### src/rtl/result_link_pkg.sv
package result_link_pkg;
   // Port slice layout; the far end decodes these positions.
   localparam int PORT_W      = 16;
   localparam int PIN_VLD_A   = 0;
   localparam int PIN_RES_LO  = 1;
   localparam int RES_BITS    = 10;
   localparam int PIN_RSV_LO  = 11;
   localparam int PIN_RSV_HI  = 13;
   localparam int RSV_BITS    = PIN_RSV_HI - PIN_RSV_LO + 1;
   localparam int PIN_VLD_B   = 14;
   localparam int PIN_STROBE  = 15;
endpackage

### src/rtl/rlt_strobe_gen.sv
module rlt_strobe_gen #(
   parameter int HALF = 5
) (
   input  logic clk,
   input  logic rst_n,
   input  logic en,
   output logic strobe,
   output logic edge_tick
);
   if (HALF < 1) begin : g_bad_half
      $error("rlt_strobe_gen: HALF must be at least 1");
   end

   if (HALF == 1) begin : g_every_cycle
      assign edge_tick = en;
   end else begin : g_counter
      localparam int CW = $clog2(HALF);
      localparam logic [CW-1:0] LAST = CW'(HALF - 1);
      logic [CW-1:0] half_cnt;

      always_ff @(posedge clk or negedge rst_n) begin
         if (!rst_n)                half_cnt <= '0;
         else if (!en)              half_cnt <= '0;
         else if (half_cnt == LAST) half_cnt <= '0;
         else                       half_cnt <= half_cnt + 1'b1;
      end

      assign edge_tick = en && (half_cnt == LAST);


      half_cnt_range_chk: assert property (@(posedge clk) disable iff (!rst_n)
         half_cnt <= LAST);
   end

   always_ff @(posedge clk or negedge rst_n) begin
      if (!rst_n)         strobe <= 1'b0;
      else if (!en)       strobe <= 1'b0;
      else if (edge_tick) strobe <= ~strobe;
   end


   strobe_low_off_chk: assert property (@(posedge clk) disable iff (!rst_n)
      !en |=> !strobe);
endmodule

### src/rtl/rlt_slot_sched.sv
module rlt_slot_sched #(
   parameter int DIV_W = 4
) (
   input  logic             clk,
   input  logic             rst_n,
   input  logic             en,
   input  logic             edge_tick,
   input  logic [DIV_W-1:0] div,
   output logic             fire
);
   if (DIV_W < 1) begin : g_bad_div
      $error("rlt_slot_sched: DIV_W must be at least 1");
   end

   logic [DIV_W-1:0] edge_cnt;
   logic [DIV_W-1:0] last_idx;

   assign last_idx = (div == '0) ? '0 : div - DIV_W'(1);

   always_ff @(posedge clk or negedge rst_n) begin
      if (!rst_n)      edge_cnt <= '0;
      else if (!en)    edge_cnt <= '0;
      else if (edge_tick)
         edge_cnt <= (edge_cnt >= last_idx) ? '0 : edge_cnt + 1'b1;
   end

   assign fire = edge_tick && (edge_cnt == '0);


   edge_cnt_range_chk: assert property (@(posedge clk) disable iff (!rst_n)
      en |-> edge_cnt <= last_idx);
endmodule

### src/rtl/rlt_word_reg.sv
module rlt_word_reg #(
   parameter int RESULT_W = 10
) (
   input  logic                clk,
   input  logic                rst_n,
   input  logic                en,
   input  logic                load,
   input  logic                in_valid,
   input  logic [RESULT_W-1:0] in_data,
   output logic                valid_q,
   output logic [RESULT_W-1:0] data_q
);
   always_ff @(posedge clk or negedge rst_n) begin
      if (!rst_n) begin
         valid_q <= 1'b0;
         data_q  <= '0;
      end else if (!en) begin
         valid_q <= 1'b0;
         data_q  <= '0;
      end else if (load) begin
         valid_q <= in_valid;
         if (in_valid) data_q <= in_data;
      end
   end


   word_hold_chk: assert property (@(posedge clk) disable iff (!rst_n)
      (en && !load) |=> ($stable(data_q) && $stable(valid_q)));
endmodule

### src/rtl/result_link_tx.sv
module result_link_tx
   import result_link_pkg::*;
#(
   parameter int STROBE_HALF = 5,
   parameter int DIV_W       = 4,
   parameter int RESULT_W    = RES_BITS
) (
   input  logic                clk,
   input  logic                rst_n,
   input  logic                link_en,
   input  logic [DIV_W-1:0]    slot_div,
   input  logic                res_valid,
   input  logic [RESULT_W-1:0] res_data,
   output logic                res_ready,
   output logic [PORT_W-1:0]   dio_out
);
   if (RESULT_W != RES_BITS) begin : g_bad_width
      $error("result_link_tx: RESULT_W must match the fixed pin map");
   end

   logic                strobe;
   logic                edge_tick;
   logic                slot_fire;
   logic                vld_q;
   logic [RESULT_W-1:0] word_q;

   rlt_strobe_gen #(.HALF(STROBE_HALF)) u_strobe (
      .clk       (clk),
      .rst_n     (rst_n),
      .en        (link_en),
      .strobe    (strobe),
      .edge_tick (edge_tick)
   );

   rlt_slot_sched #(.DIV_W(DIV_W)) u_sched (
      .clk       (clk),
      .rst_n     (rst_n),
      .en        (link_en),
      .edge_tick (edge_tick),
      .div       (slot_div),
      .fire      (slot_fire)
   );

   rlt_word_reg #(.RESULT_W(RESULT_W)) u_word (
      .clk      (clk),
      .rst_n    (rst_n),
      .en       (link_en),
      .load     (slot_fire),
      .in_valid (res_valid),
      .in_data  (res_data),
      .valid_q  (vld_q),
      .data_q   (word_q)
   );

   assign res_ready = slot_fire;

   for (genvar i = 0; i < PORT_W; i++) begin : g_pin
      if (i == PIN_VLD_A || i == PIN_VLD_B) begin : g_vld
         assign dio_out[i] = vld_q;
      end else if (i == PIN_STROBE) begin : g_stb
         assign dio_out[i] = strobe;
      end else if (i >= PIN_RES_LO && i < PIN_RES_LO + RESULT_W) begin : g_res
         assign dio_out[i] = word_q[i - PIN_RES_LO];
      end else begin : g_rsv
         assign dio_out[i] = 1'b0;
      end
   end


   rsv_low_chk: assert property (@(posedge clk) disable iff (!rst_n)
      dio_out[PIN_RSV_HI:PIN_RSV_LO] == '0);


   vld_dup_chk: assert property (@(posedge clk) disable iff (!rst_n)
      dio_out[PIN_VLD_A] == dio_out[PIN_VLD_B]);


   ready_edge_chk: assert property (@(posedge clk) disable iff (!rst_n)
      res_ready |=> (dio_out[PIN_STROBE] != $past(dio_out[PIN_STROBE])));


   off_zero_chk: assert property (@(posedge clk) disable iff (!rst_n)
      !link_en |=> (dio_out == '0));
endmodule

### config.mk
export PLATFORM = sky130hd
export DESIGN_NAME = result_link_tx
export DESIGN_NICKNAME = d
export VERILOG_FILES = /design/src/rtl/result_link_pkg.sv /design/src/rtl/rlt_strobe_gen.sv /design/src/rtl/rlt_slot_sched.sv /design/src/rtl/rlt_word_reg.sv /design/src/rtl/result_link_tx.sv
export SDC_FILE = /design/constraint.sdc
export NUM_CORES = 1
export LEC_CHECK = 0
export BUFFER_PORTS_ARGS = -buffer_cell sky130_fd_sc_hd__buf_2
export CAP_MARGIN = 10
export CORE_UTILIZATION = 49
export DETAILED_ROUTE_END_ITERATION = 8
export PLACE_DENSITY = 0.77
export SLEW_MARGIN = 15
export SYNTH_ARGS = -nofsm -noshare
export SYNTH_HDL_FRONTEND = slang
export SYNTH_SLANG_ARGS = --single-unit
### constraint.sdc
create_clock -name clk -period 2.3 [get_ports clk]
set_input_delay 0.115 -clock clk [delete_from_list [all_inputs] [get_ports clk]]
set_output_delay 0.115 -clock clk [all_outputs]
set_load 0.05 [all_outputs]
==> run metrics, run 1 <==
status=finished, final reports clean; Cell Area, Synth=1101 um^2; 1st-pass router iterations=5; Critical R2R Launch=u_strobe.g_counter.half_cnt[0]$_DFF_PN0_; n_diodes=0; Layout fillers=between 150 and 200; leak pwr=0.0007644 uW; CTS tree=yes; met2 Resource Use GR=34.02%; share of layout cells above drive strength 1=about a quarter; DR iter-0 viols=15; max-cap violation count=0; worst hold path class=in -> reg; Vias=875; register area share after synthesis=43.18%; GR Util All Layers=approximately a fifth; Antenna Nets Post-Route=0; post-DR wirelength/cell=11.57 um; CP arrival=2.05 ns; final critical-path required period=1.863 ns; Gate power share=16.5%; Max IR drop VDD=between 0.2 and 0.3 mV; clk sinks=19; Chip Height=between 40 and 50 um; area delta synth->final=15.80%; nets=171; Avg Synthesized Cell Area=9.574 um^2; pin count of the biggest net entering global routing=25; Placer Congestion=0.7849; crit path max fanout=11; RR Endpoint=u_word.data_q[4]$_DFFE_PN0P_; FF-to-FF setup slack=0.44 ns; Fin. Hold Viols=0; GR peak layer=met2; register area=475.5 um^2; vias per cell=5.117; Setup crit start kind=register; vias in the first global route=857; post-CTS sizing=0; total negative slack=0 ns; Area after DPL=1239 um^2; critical path endpoint=u_word.data_q[4]$_DFFE_PN0P_; P_int=444.7 uW; Die Wd=49.41 um; grt ovf=0; CTS root buf=clkbuf_4; hold path startpoint=res_data[0]; EDFF count, synth=0; Placement Rows=16; synthesized instance count=115; Synth Register Bits=19; pwr/cell area=487.7 nW/um^2; final worst-path cycle share=about four fifths; Setup WS pre-CTS=roughly 0.45 ns; count of cell types in the netlist=28; Die Area=2441 um^2; Ports=35; htree depth=1; f_max=536.8 MHz; unrepaired setup endpoints after global routing=no; half-perimeter wire length after placement=roughly 1400 um; core area=just over 2000 um^2; FFs w/ async S/R, synth=100.0%; CP Class=reg -> reg; area of the multi-input gates=around 520 um^2; crit path launch=u_strobe.g_counter.half_cnt[0]$_DFF_PN0_; Sequential Power Share=between 50% and 60%; Worst Setup End Kind=register; Power, Total=slightly above 600 uW; Data required, critical path=roughly 2.5 ns; clock power share=27.6%; Clk Latency, worst-skew pair=0.30 ns; skew final=0.0002528 ns; Sw Share=between 20% and 30%; max-slew violations=0; sw power=177.1 uW; PortBufs=31; final setup vio count=0; met1 usage=21.83%; final worst slack=0.4370 ns; Clock transition at path regs=0.11 ns; Initial Util=between 50 and 60%; global-route wire length before repair=3512 um; initial antenna violation count=0; final hold slack=0.02877 ns; DRT Wirelength=1979 um; CTS buffer count=3; final instance area=1275 um^2; met3 track demand over resource=3.738%; DRC violations left=0; clk buf depth=2; Synth Flop Type=dfrtp_1; reg2reg path depth=5; YS warnings=0
==> power groups by stage <==
stage	clock [uW]	sequential (uW)	combinational, uW
detailed placement	0	354	102
global route	189	349	115
finish	172	347	103
CTS	177	348	103
floorplan	0	359	65.4
global placement	0	353	97.6
==> state kept, by name (all words and copies together), names as in the netlist <==
register,count
u_word.data_q,10
u_sched.edge_cnt,4
u_strobe.g_counter.half_cnt,3
u_strobe.strobe,1
u_word.valid_q,1
==> layout by cell type, fill, tap and decap left out, types with 2 or more instances in the layout <==
master and n:
ha_1 8, nor2_1 4, mux2i_1 12, nand3_1 5
nand2_1 11, and3_1 2, inv_1 15, dfrtp_1 19
buf_2 31, a21oi_1 3, o211ai_1 2, clkbuf_4 3
conb_1 3, o21ai_0 7, nor2b_1 2, nand4_1 2
nor3b_1 2
==> metal layers <==
layer	up-vias	wire length, um	part of all wire (%)
met4	0	9	0.45
met5	-	0	0
met1	411	900	45
met2	26	969	49
met3	2	100	5.1
li1	436	-	-
==> critical path, stage by stage (launching register included) <==
cell	delay, ns
dfrtp_1	0.40
inv_1	0.08
ha_1	0.28
nand2_2	0.19
or4_4	0.64
mux2i_1	0.16
==> final cells by class <==
class	instances	area share [%]
Multi-Input combinational cell	74	40.63
Sequential cell	19	37.29
Timing Repair Buffer	32	12.95
Inverter	15	4.416
Tap cell	27	2.650
Clock buffer	4	2.061
==> kinds of logic after synthesis <==
family,Yosys count,synth area share [%]
compound gates,13,6.590
xor+xnor,1,0.7956
fa+ha+maj,8,9.091
buf+inv,24,10.91
flops,19,43.18
mux,12,10.91
other cells,1,0.3406
simple gates,37,18.18
==> metrics by stage <==
stage,utilization (%),cells
after floorplan,-,117
final,62.44,171
after detailed placement,60.66,166
after global routing,62.44,171
after global placement,60.66,166
after CTS,62.44,171
==> Yosys cell counts, types with 2 or more instances <==
cell       n  share of area [%]
inv_1     15                5.1
nand2_1   11                3.8
o21ai_0    7                3.2
buf_4      6                4.1
mux2i_1   12                 11
nand3_1    5                2.3
a21oi_1    3                1.4
and3_1     2                1.1
nor3_1     2               0.91
o211ai_1   2                1.4
nor2b_1    2                1.1
nand4_1    2                1.1
ha_1       8                9.1
dfrtp_1   19                 43
nor2_1     4                1.4
nor3b_1    2                1.4
clkbuf_1   2               0.68
==> repair_timing <==
| action | in CTS | in global routing |
|---|---|---|
| hold buffers | 1 | 0 |
| buffers inserted | 0 | 0 |
| endpoints found under the hold margin | 19 | 0 |
==> worst min path at each step <==
| stage | endpoint | cells past startpoint |
|---|---|---|
| floorplan | u_sched.edge_cnt[0]$_DFFE_PN0P_ | 0 |
| detailed placement | u_word.data_q[0]$_DFFE_PN0P_ | 1 |
| global placement | u_word.data_q[0]$_DFFE_PN0P_ | 1 |
| CTS | u_word.data_q[0]$_DFFE_PN0P_ | 3 |
| finish | u_word.data_q[0]$_DFFE_PN0P_ | 3 |
| global route | u_word.data_q[7]$_DFFE_PN0P_ | 3 |
No activity file was read; power rests on OpenSTA's default activity.
==> inputs of run 2 (changes only) <==
Settings changed: CORE_UTILIZATION 49 to 45, PLACE_DENSITY 0.77 to 0.75.
Clock period 2.3 ns to 1.56 ns, I/O delays scaled along.
==> run metrics, run 2 (synthesis results as in run 1) <==
status=complete, but fails checks; failing checks=negative setup slack; global-route wire length before repair=4050 um; leak pwr=0.0008938 uW; total negative slack=-0.01321 ns; non-filler cells, final=196; CTS root buf=clkbuf_4; Vias=971; Ports=35; cell chain of the critical path=inv_2, ha_4, nand2_4, or4_4, mux2i_1; final critical-path required period=1.565 ns; CTS tree=yes; Worst Setup End Kind=register; vias in the first global route=just under 1000; core area=2255 um^2; Setup crit start kind=register; Clk Latency, worst-skew pair=0.30 ns; Clock transition at path regs=approximately 0.11 ns; commonest non-fill, non-tap cells in the layout=buf_2, dfrtp_1, buf_4, inv_1, mux2i_1; skew final=0.007641 ns; pin count of the biggest net entering global routing=24; Data required, critical path=between 1.5 and 2 ns; 1st-pass router iterations=4; max-cap violation count=0; DR iter-0 viols=25; clk buf depth=2; buffers plus inverters on the worst setup path=1; Chip Height=between 50 and 60 um; most common cell after layout, fill and taps aside=buf_2; htree depth=1; max FFs per register=10; reg2reg path depth=5; worst hold path class=in -> reg; Die Area=around 2600 um^2; met3 track demand over resource=6.548%; Antenna Nets Post-Route=0; Die Wd=51.47 um; placed insts=178; Max IR drop VDD=0.6159 mV; met2 Resource Use GR=35.06%; half-perimeter wire length after placement=between 1500 and 2000 um; area delta synth->final=37.73%; Crit path max-delay family=simple AND/OR/NAND/NOR gates; Placer Congestion=0.8785; Initial Util=48.83%; final worst slack=-0.005244 ns; max-slew violations=0; CP max stage delay=0.61 ns; nets=195; vias per cell=4.954; grt ovf=0; CP arrival=1.76 ns; WP depth=5; share of layout cells above drive strength 1=a little over a third; DRT Wirelength=2383 um; f_max=638.9 MHz; Fin. Hold Viols=0; GR peak layer=met2; Crit-path slowest cell=or4_4; CP Class=reg -> reg; Hold Path Stages=3; initial antenna violation count=0; Placement Rows=17; GR Util All Layers=between 20% and 30%; final worst-path cycle share=100.3%; final setup vio count=5; CTS buffer count=3; clk sinks=19; Top Registers=u_word.data_q: 10 flops, u_sched.edge_cnt: 4 flops, u_strobe.g_counter.half_cnt: 3 flops; DRC violations left=0; crit path max fanout=11; PortBufs=31; met1 usage=26.22%; n_diodes=0; unrepaired setup endpoints after global routing=yes; post-DR wirelength/cell=between 10 and 15 um; pwr/cell area=643.2 nW/um^2; Biggest register=u_word.data_q
[run 2: cell count changes in the layout (fill, tap and decap cells not counted), moves of 2 or more]
cell,delta
inv_1,-3
buf_6,+2
buf_4,+15
dlygate4sd3_1,+8
inv_2,+3
[run 2: final cells by class]
| cell class | count | area, um^2 |
|---|---|---|
| fillers | 188 | 738.2 |
| multi-input cells | 74 | 546.8 |
| flip-flops and latches | 19 | 475.5 |
| repair buffers | 56 | 375.4 |
| inverters | 15 | 56.30 |
| well taps | 28 | 35.03 |
| clock buffers | 3 | 22.52 |
| clock inverters | 1 | 5.005 |
[run 2: where the power goes]
group	switching (uW)	internal, uW	leakage, uW
Sequential	9.57	504	0.000263
Clock	151	95.5	0.0000177
Combinational	116	99.0	0.000613
Total	277	698	0.000894
[run 2: final timing paths]
path | from | endpoint | slack [ns]
worst max-delay path | u_strobe.g_counter.half_cnt[1]$_DFF_PN0_ | u_word.data_q[5]$_DFFE_PN0P_ | -0.005
worst max register to register | u_strobe.g_counter.half_cnt[1]$_DFF_PN0_ | u_word.data_q[5]$_DFFE_PN0P_ | -0.005
worst min-delay path | res_data[8] | u_word.data_q[8]$_DFFE_PN0P_ | 0.003
worst min register to register | u_word.data_q[7]$_DFFE_PN0P_ | u_word.data_q[7]$_DFFE_PN0P_ | 0.54
min in group asynchronous | rst_n | u_word.data_q[1]$_DFFE_PN0P_ | 0.23
max in group asynchronous | rst_n | u_sched.edge_cnt[3]$_DFFE_PN0P_ | 1.02
[run 2: through the flow]
stage / setup slack, ns / cell area (um^2) / utilization (%) / power (uW) / hold WS, ns
finish: -0.005244 / 1516 / 67.26 / 975.4 / 0.003006
global route: -0.09891 / 1516 / 67.26 / 1038 / 0.01226
CTS: -0.04925 / 1493 / 66.20 / 976.5 / 0.0001799
detailed placement: -0.1575 / 1346 / 59.71 / 700.9 / 0.04281
global placement: -0.01778 / 1346 / 59.71 / 693.8 / 0.03298
floorplan: -0.01391 / 1137 / - / 637.6 / -0.2176
[run 2: metal layers]
| layer | part of all wire (%) | vias up |
|---|---|---|
| met5 | 0 | - |
| met1 | 43 | 446 |
| met4 | 1.3 | 0 |
| li1 | - | 484 |
| met2 | 51 | 37 |
| met3 | 4.7 | 4 |
[run 2: timing repair]
action                                 CTS  global route
resized for setup                        4             3
setup endpoints to repair               11            16
setup buffers                            3             2
endpoints found under the hold margin   27             0
hold buffers                             9             0
pin swaps                                3             2
[run 2: tightest hold or removal path: cells and delay by family]
kind / cells / cell delay, ns
buffers and inverters: 2 / 0.13
muxes: 1 / 0.05
==> inputs of run 3 (changes only) <==
Settings changed: SETUP_SLACK_MARGIN from default to 0.2.
==> run metrics, run 3 (synthesis results as in run 1) <==
clk buf depth=2; f_max=630.0 MHz; pwr/cell area=640.7 nW/um^2; Top Registers=u_word.data_q: 10 flops, u_sched.edge_cnt: 4 flops, u_strobe.g_counter.half_cnt: 3 flops; Fin. Hold Viols=0; nets=193; share of layout cells above drive strength 1=37.35%; Util after Layout=67.81%; area of the multi-input gates=575.6 um^2; Worst Setup End Kind=primary output; Biggest register=u_word.data_q; cell chain of the critical path=inv_2, ha_4, nand3b_1, buf_4, nor3_4, buf_6; max FFs per register=10; Antenna Nets Post-Route=0; Clock transition at path regs=around 0.10 ns; GR Util All Layers=20.58%; n_diodes=0; CP max stage delay=0.40 ns; worst hold path class=in -> reg; worst hold endpoint=u_word.data_q[8]$_DFFE_PN0P_; post-DR wirelength/cell=roughly 12 um; met3 wire length=112 um; CP Class=reg -> out; pin count of the biggest net entering global routing=24; skew final=0.01437 ns; Critical R2R Launch=u_strobe.g_counter.half_cnt[0]$_DFF_PN0_; final critical-path required period=approximately 1.6 ns; FF-to-FF setup slack=-0.02 ns; clk sinks=19; status=complete, but fails checks; Clk Latency, worst-skew pair=0.30 ns; Die Area=roughly 2600 um^2; Sequential Power Share=52.3%; max layer used=met4; final setup vio count=11; commonest non-fill, non-tap cells in the layout=buf_2, dfrtp_1, buf_4, mux2i_1; Chip Height=slightly above 50 um; half-perimeter wire length after placement=approximately 1700 um; Placement Rows=17; CTS root buf=clkbuf_4; Layout fillers=184; Power, Total=979.6 uW; Die Wd=between 50 and 60 um; Placer Congestion=0.8684; PortBufs=31; Setup crit start kind=register; DR iter-0 viols=10; Sw Share=28.83%; met2 WL post-DR=about 1200 um; final worst slack=-0.02732 ns; unrepaired setup endpoints after global routing=yes; 1st-pass router iterations=4; clock power share=25.7%; Ports=35; register area=between 400 and 500 um^2; leak pwr=0.0008832 uW; Gate power share=approximately 22%; hold path startpoint=res_data[8]; CTS tree=yes; vias per cell=5.119; Initial Util=approximately 49%; sw power=282.4 uW; Vias=slightly below 1000; final worst-path cycle share=101.8%; Data required, critical path=roughly 1.5 ns; P_int=697.2 uW; area delta synth->final=38.86%; Crit-path slowest cell=dfrtp_1; grt ovf=0; Max IR drop VDD=0.5233 mV; most common cell after layout, fill and taps aside=buf_2; RR Endpoint=u_word.data_q[8]$_DFFE_PN0P_; htree depth=1; failing checks=negative setup slack; DRT Wirelength=2349 um; core area=2255 um^2; crit path max fanout=2; vias in the first global route=between 900 and 1000; DRC violations left=0; global-route wire length before repair=~4000 um; Hold Path Stages=3; initial antenna violation count=0; wl on met1=986 um; max-slew violations=0; CTS buffer count=3; reg2reg path depth=5; max-cap violation count=0; CP arrival=approximately 1.5 ns
==> run 3: cell count changes in the layout (fill, tap and decap cells not counted), sizes merged <==
cell,change
clkinv,-1
buf,-2
clkinvlp,+1
==> run 3: critical path: cells and delay by family (launching register included) <==
kind,cells,cell delay [ns]
adders and majority gates,1,0.12
buffers and inverters,3,0.42
DFF,1,0.40
and+or+nand+nor,2,0.28
==> run 3: worst max-delay path by stage <==
stage / slack [ns] / cells after the start / endpoint / startpoint
after global routing: -0.12 / 6 / res_ready / u_sched.edge_cnt[0]$_DFFE_PN0P_
after floorplan: -0.01 / 6 / u_word.data_q[0]$_DFFE_PN0P_ / u_strobe.g_counter.half_cnt[0]$_DFF_PN0_
after detailed placement: -0.01 / 8 / u_sched.edge_cnt[2]$_DFFE_PN0P_ / slot_div[1]
after CTS: -0.05 / 6 / res_ready / u_sched.edge_cnt[0]$_DFFE_PN0P_
after global placement: 0.03 / 8 / u_sched.edge_cnt[1]$_DFFE_PN0P_ / slot_div[1]
final: -0.03 / 6 / res_ready / u_sched.edge_cnt[0]$_DFFE_PN0P_
==> run 3: area by class of cell <==
cell class | count | share of cell area [%]
Multi-Input combinational cell | 74 | 37.64
Sequential cell | 19 | 31.10
Timing Repair Buffer | 54 | 23.32
Inverter | 15 | 3.682
Tap cell | 28 | 2.291
Clock buffer | 3 | 1.473
Clock inverter | 1 | 0.4910
==> run 3: routing by layer <==
metal / vias to the layer above / GRT usage [%]
met3: 2 / 5.952
met5: - / 0
met1: 474 / 22.56
met2: 36 / 38.53
li1: 481 / -
met4: 0 / 4.505
==> run 3: repair_timing <==
item / 4_1_cts / 5_1_grt
pin swaps: 8 / 2
gates resized for setup: 15 / 0
hold buffers: 9 / 0
endpoints found under the hold margin: 27 / 0
setup endpoints to repair: 16 / 16
buffers inserted: 2 / 0
==> run 3: through the flow <==
stage / worst slack, ns / instance area (um^2) / hold WS, ns / TNS (ns) / std cells
finish: -0.02732 / 1529 / 0.003823 / -0.1252 / 194
global route: -0.1151 / 1529 / 0.005501 / -0.6881 / 194
CTS: -0.05176 / 1529 / 0.0003341 / -0.06777 / 194
detailed placement: -0.01409 / 1354 / 0.03562 / -0.02875 / 179
global placement: 0.03471 / 1354 / 0.02706 / 0 / 179
floorplan: -0.01391 / 1137 / -0.2176 / -0.1252 / 117
==> run 3: power by group through the flow <==
stage	clock (uW)	sequential (uW)	combinational (uW)
after CTS	262	512	214
after global routing	282	514	236
after detailed placement	0	521	184
after global placement	0	520	174
final	252	512	215
after floorplan	0	530	108
